[config.mk]
export PLATFORM = sky130hd
export DESIGN_NAME = pwm10_bank
export DESIGN_NICKNAME = d
export VERILOG_FILES = /design/src/rtl/pwm10_bank.sv
export SDC_FILE = /design/constraint.sdc
export NUM_CORES = 1
export LEC_CHECK = 0
export CAP_MARGIN = 20
export CORE_AREA = 8 8 100 102
export DETAILED_ROUTE_END_ITERATION = 7
export DIE_AREA = 0 0 108 110
export MAX_ROUTING_LAYER = met4
export PLACE_DENSITY = 0.83
export SYNTH_ARGS = -nofsm -noshare
export SYNTH_HDL_FRONTEND = slang
export SYNTH_SLANG_ARGS = --single-unit
[constraint.sdc]
create_clock -name clk -period 3.5 [get_ports clk]
set_input_delay 0.35 -clock clk [delete_from_list [all_inputs] [get_ports clk]]
set_output_delay 0.35 -clock clk [all_outputs]
set_load 0.02 [all_outputs]
[src/rtl/pwm10_bank.sv]
module pwm10_bank #(
  parameter int NCH   = 4,
  parameter int CNT_W = 10
) (
  input  logic                     clk,
  input  logic                     rst_n,
  input  logic                     cnt_en,
  input  logic [2*NCH-1:0]         mode_sel,
  input  logic [NCH-1:0]           shd_we,
  input  logic [NCH*(CNT_W+1)-1:0] shd_wdata,
  output logic [NCH-1:0]           pwm_out,
  output logic                     wrap
);
  localparam int CMP_W = CNT_W + 1;
  localparam logic [CNT_W-1:0] CNT_TOP = {CNT_W{1'b1}};
  localparam logic [1:0] PWM_MODE = 2'b11;

  logic [CNT_W-1:0]     cnt;
  logic [NCH*CMP_W-1:0] act_flat;
  logic [NCH*CMP_W-1:0] shd_flat;

  assign wrap = cnt_en && (cnt == CNT_TOP);

  always_ff @(posedge clk or negedge rst_n) begin
    if (!rst_n)      cnt <= '0;
    else if (cnt_en) cnt <= cnt + 1'b1;
  end

  for (genvar i = 0; i < NCH; i++) begin : g_ch
    logic [CMP_W-1:0] shd_q, act_q;
    logic [1:0]       mode_i;

    assign mode_i = mode_sel[2*i +: 2];

    always_ff @(posedge clk or negedge rst_n) begin
      if (!rst_n) begin
        shd_q <= '0;
        act_q <= '0;
      end else begin
        if (shd_we[i]) shd_q <= shd_wdata[i*CMP_W +: CMP_W];
        if (wrap)      act_q <= shd_q;
      end
    end

    assign pwm_out[i] = (mode_i == PWM_MODE) && ({1'b0, cnt} >= act_q);
    assign act_flat[i*CMP_W +: CMP_W] = act_q;
    assign shd_flat[i*CMP_W +: CMP_W] = shd_q;
  end

endmodule


==> flow_summary.ini, run 1 <==
[outcome]
outcome = finished, final reports clean

[floorplanning]
die_w_um = 108
initial_core_util_pct = 57.1
row_count = 34
die_height_um = 110
die_area_sq_um = 11900
core_area_sq_um = 8470
ios = 64

[critical_path]
rr_endpoint = g_ch[2].act_q[5]$_DFFE_PN0P_
critPathKind = flop to primary output
worst-path-max-fanout = 4
endpoint_kind = primary output
cp.required_ns = 3.15
startpoint_type = flop
ff2ff_path_depth = 5
arrival_ns = 2.62
reg2reg_slack_ns = 1.16
regToRegStartpoint = cnt[1]$_DFFE_PN0P_

[route]
wirelength_um = 8650
dr.pass1.iters = 4
vias = 2884
antenna_left = 0
post_drt_wl_per_cell_um = 16.0
drcViolationCount = 0
vias_per_cell = 5.33
drt_iter0_drc = 120

[timing]
timing.final.ws_setup_ns = 0.530
period_needed_ns = 2.97
finalCritPeriodShare_pct = 84.9
hold_ws_ns = 0.107
fmax_ghz = 0.337
finalHoldViolations = 0
clock_skew_ns = 0.0105
slew_headroom_pct = 42.5
finalSetupViolCount = 0
rsz0062_at_grt = false
setup-tns-final_ns = 0
drv_slew = 0
worst_slew_pin_slew_ns = 0.863

[final_layout]
num-nets-final = 528
register_area_sq_um = 2450
diodes = 0
n_fill_cell = 623
layout-drive-gt1-share_pct = 25.2
multi_input_area_sq_um = 2180
area_growth_pct = 19.0

[clock_tree]
root_buffer = clkbuf_8
clk_latency_ns = 0.35
cts_setup_buffers = 0
cts.clk_slew.worst_paths_ns = 0.09
cts_made_buffers = 9
cts_sinks = 98
postCtsResizedCells = 0
cts_tree = done
cts.path.max_buffers = 2
cts.htree.levels = 3
hold_buffers = 0

[logic_synthesis]
yosys-top-cells-count = dfrtp_1 (98), mux2_2 (49), ha_1 (41), mux2_4 (40), inv_1 (37)
synth_cell_types = 26
synth_edf_count = 0
synth_nets = 460
synth.largest_area_cell = dfrtp_1
synth_cells = 360
syn_avg_cell_area_sq_um = 13.4
synth-seq-cells = 98
synth_top_area_share_pct = 50.8
yosysMostFrequentCell = dfrtp_1
synth_seq_area_share_pct = 50.8
syn-cell-area_sq_um = 4830
synthTopCellsByArea = dfrtp_1 (51%), mux2_4 (12%), mux2_2 (11%)
synthFlopType = dfrtp_1
yosysWarnings = 0
async_reset_ff_share_pct = 100

[worst_hold_path]
hp-class = input pin to async pin

[grt]
grt_pass1_vias = 3198
grt_max_degree = 73
antenna_found_initial = 0
grt_pass1_wl_um = 15200
gr-total-overflow = 0
grt_usage_pct = 16.8

[placement]
io_buffers = 63
gp_congestion = 0.753
pre_cts_slack_ns = 0.621
place_hpwl_um = 6390

[pwr]
power_mw = 2.68
power.density_nw_per_um2 = 466
p_leak_nw = 2.77
ir_drop_mv = 0.396

[job]
maxCapViolCount = 0
## power breakdown
group / internal (mW) / leakage [nW] / switching (mW)
clock: 0.326 / 0.0958 / 0.366
sequential: 1.22 / 1.26 / 0.134
combinational: 0.351 / 1.41 / 0.279
## placed cells by master, fill, tap and decap left out
cell,synthesis,final
clkbuf_8,0,9
nand3b_1,2,2
clkinvlp_4,0,1
and3_1,1,1
ha_1,41,41
clkinv_2,0,4
mux2_4,40,40
buf_4,0,2
nor2b_1,4,4
o311ai_0,1,1
a21o_1,9,9
nor2_1,5,5
inv_1,37,37
o21ai_0,5,5
nor3_1,4,4
nand3_1,11,11
nand2b_1,1,1
nand4_1,2,2
xnor2_1,6,6
clkbuf_1,4,1
nand4_4,1,1
nor2_2,1,1
o211a_1,1,1
mux2_2,49,49
nand2_1,12,12
xor2_1,3,3
bufinv_16,0,1
buf_12,0,1
dfrtp_1,98,98
clkdlybuf4s50_1,0,62
a21oi_1,17,17
a211oi_1,1,1
## worst max path at each step
stage | from | end | slack, ns | cells past startpoint
after floorplan | cnt[0]$_DFFE_PN0P_ | pwm_out[2] | 1.39 | 7
after global placement | cnt_en | g_ch[0].act_q[4]$_DFFE_PN0P_ | 0.73 | 4
after detailed placement | cnt_en | g_ch[0].act_q[6]$_DFFE_PN0P_ | 0.62 | 4
after CTS | cnt[0]$_DFFE_PN0P_ | pwm_out[2] | 0.50 | 8
after global routing | cnt[0]$_DFFE_PN0P_ | pwm_out[2] | 0.28 | 8
final | cnt[0]$_DFFE_PN0P_ | pwm_out[2] | 0.53 | 8
## flip-flops by register name, summed over array words and instances (netlist names)
| name | count |
|---|---|
| g_ch.shd_q | 44 |
| g_ch.act_q | 44 |
| cnt | 10 |
## stage by stage
step	instance area [sq um]	utilization, %	instances
2_1_floorplan	4830	-	360
3_3_place_gp	5540	65.5	524
3_5_place_dp	5540	65.5	524
4_1_cts	5730	67.6	540
5_1_grt	5750	67.9	541
6_report	5750	67.9	541
## layout make-up
cell class	count	area share [%]
clock inverters	6	1.00
repair buffers	65	11.4
well taps	108	2.35
flip-flops and latches	98	42.7
clock buffers	10	2.22
inverters	37	2.42
multi-input cells	217	37.9
## per-layer routing
layer	GRT usage, %	wire, um	vias to the layer above
met3	3.60	368	14
met5	-	0	-
met1	19.4	3820	1433
li1	-	-	1386
met4	5.85	121	0
met2	28.3	4340	51
## kinds of logic after synthesis
| group | count (synthesis) | share of synthesized area [%] |
|---|---|---|
| buffers and inverters | 45 | 4.12 |
| AO/OA/AOI/OAI | 34 | 4.22 |
| adder cells (fa/ha/maj) | 41 | 10.6 |
| XOR/XNOR | 9 | 1.63 |
| multiplexers | 89 | 23.9 |
| AND/OR/NAND/NOR | 44 | 4.79 |
| flip-flops | 98 | 50.8 |
## worst max-delay path, stage by stage (launching register included)
cell	delay, ns
dfrtp_1	0.41
inv_1	0.13
ha_1	0.30
nor2b_1	0.04
o21ai_0	0.17
a21oi_1	0.09
o211a_1	0.24
a211oi_1	0.25
clkdlybuf4s50_1	0.65
No activity file was read; power rests on OpenSTA's default activity.
==> inputs of run 2 (changes only) <==
- CORE_AREA: 8 8 100 102 -> 8 8 103 105
- DIE_AREA: 0 0 108 110 -> 0 0 111 113
- PLACE_DENSITY: 0.83 -> 0.79
- clock period: 3.5 -> 3.11 ns (I/O delays scaled with it)
==> flow_summary.ini, run 2 (synthesis gave the netlist of run 1 again) <==
[critical_path]
startpoint_type = flop
worst-path-max-fanout = 7
path_cells = ha_1 > nand2_1 > o21ai_0 > a21oi_1 > o211a_1 > a211oi_1 > clkdlybuf4s50_1
cp_num_buf_inv = 1
arrival_ns = 2.61
critPathKind = flop to primary output
cp.required_ns = 2.80
critical-path-top-delay-family = compound AO/OA/AOI/OAI gates
worst_path_largest_cell_delay_ns = 0.65
endpoint_kind = primary output
crit_slowest_cell = clkdlybuf4s50_1

[timing]
period_needed_ns = 2.92
finalSetupViolCount = 0
clock_skew_ns = 0.0100
setup-tns-final_ns = 0
rsz0062_at_grt = false
drv_slew = 0
finalHoldViolations = 0
fmax_ghz = 0.343
worst_slew_pin_slew_ns = 0.839
finalCritPeriodShare_pct = 93.9
timing.final.ws_setup_ns = 0.191
slew_headroom_pct = 44.1

[floorplanning]
initial_core_util_pct = 53.8
die_area_sq_um = 12500
ios = 64
core_area_sq_um = 8980
die_w_um = 111
die_height_um = 113
row_count = 35

[route]
wirelength_um = 9040
antenna_left = 0
drt_iter0_drc = 62
dr.pass1.iters = 4
vias_per_cell = 5.37
drcViolationCount = 0
vias = 2915
post_drt_wl_per_cell_um = 16.6

[final_layout]
num-nets-final = 529
multi_input_area_sq_um = 2180
diodes = 0
final_util_pct = 64.2
final_area_sq_um = 5760
register_area_sq_um = 2450
mostFrequentLayoutCell = dfrtp_1
reg_top3 = g_ch.act_q (44), g_ch.shd_q (44), cnt (10)
mostFrequentLayoutCells = dfrtp_1 (98), clkdlybuf4s50_1 (62), mux2_2 (49)
area_growth_pct = 19.3
layout-drive-gt1-share_pct = 25.2
n_fill_cell = 688

[clock_tree]
cts.path.max_buffers = 2
cts_made_buffers = 9
cts.clk_slew.worst_paths_ns = 0.09
postCtsResizedCells = 0
cts_tree = done
root_buffer = clkbuf_8
cts.htree.levels = 3
cts_sinks = 98
hold_buffers = 0
clk_latency_ns = 0.37
cts_setup_buffers = 0

[placement]
io_buffers = 63
gp_congestion = 0.813
place_hpwl_um = 6700
place_area_sq_um = 5570
pre_cts_slack_ns = 0.605

[grt]
grt_usage_pct = 15.7
antenna_found_initial = 0
grt_pass1_wl_um = 15500
grt_pass1_vias = 3273
gr-total-overflow = 0
grt_max_degree = 68

[pwr]
power.density_nw_per_um2 = 534
ir_drop_mv = 0.302
p_leak_nw = 2.77

[outcome]
outcome = finished, final reports clean

[worst_hold_path]
hp-class = input pin to async pin

[job]
maxCapViolCount = 0
run 2: area by class of cell:
class	count	area share [%]
Clock buffer	10	2.39
Clock inverter	4	0.933
Inverter	37	2.41
Multi-Input combinational cell	217	37.8
Sequential cell	98	42.5
Tap cell	111	2.41
Timing Repair Buffer	66	11.5
run 2: per-stage QoR:
step | cells | total power [mW] | hold WS [ns]
finish | 543 | 3.08 | 0.0410
global route | 543 | 3.26 | 0.105
CTS | 543 | 3.11 | 0.0643
detailed placement | 529 | 2.28 | 0.469
global placement | 529 | 2.22 | 0.456
floorplan | 360 | 1.97 | 0.0154
run 2: final timing paths:
| path | from | to | slack, ns | depth (start not counted) |
|---|---|---|---|---|
| worst max-delay path | cnt[2]$_DFFE_PN0P_ | pwm_out[2] | 0.19 | 7 |
| worst min-delay path | rst_n | g_ch[3].shd_q[3]$_DFFE_PN0P_ | 0.04 | 1 |
| worst max register to register | cnt[1]$_DFFE_PN0P_ | g_ch[0].act_q[4]$_DFFE_PN0P_ | 0.87 | 5 |
| worst min register to register | g_ch[2].shd_q[10]$_DFFE_PN0P_ | g_ch[2].act_q[10]$_DFFE_PN0P_ | 0.51 | 1 |
| max in group asynchronous | rst_n | g_ch[2].act_q[4]$_DFFE_PN0P_ | 2.32 | 2 |
| min in group clk | g_ch[2].shd_q[10]$_DFFE_PN0P_ | g_ch[2].act_q[10]$_DFFE_PN0P_ | 0.51 | 1 |
run 2: routing by layer:
metal / wire, um / global-route usage [%] / part of all wire [%]
met1: 4090 / 18.8 / 45
met5: 0 / - / 0
met4: 161 / 6.85 / 1.8
met2: 4540 / 25.4 / 50
met3: 247 / 2.86 / 2.7
run 2: power breakdown:
group | internal, mW | switching [mW]
logic | 0.401 | 0.339
registers | 1.37 | 0.144
clock network | 0.386 | 0.436
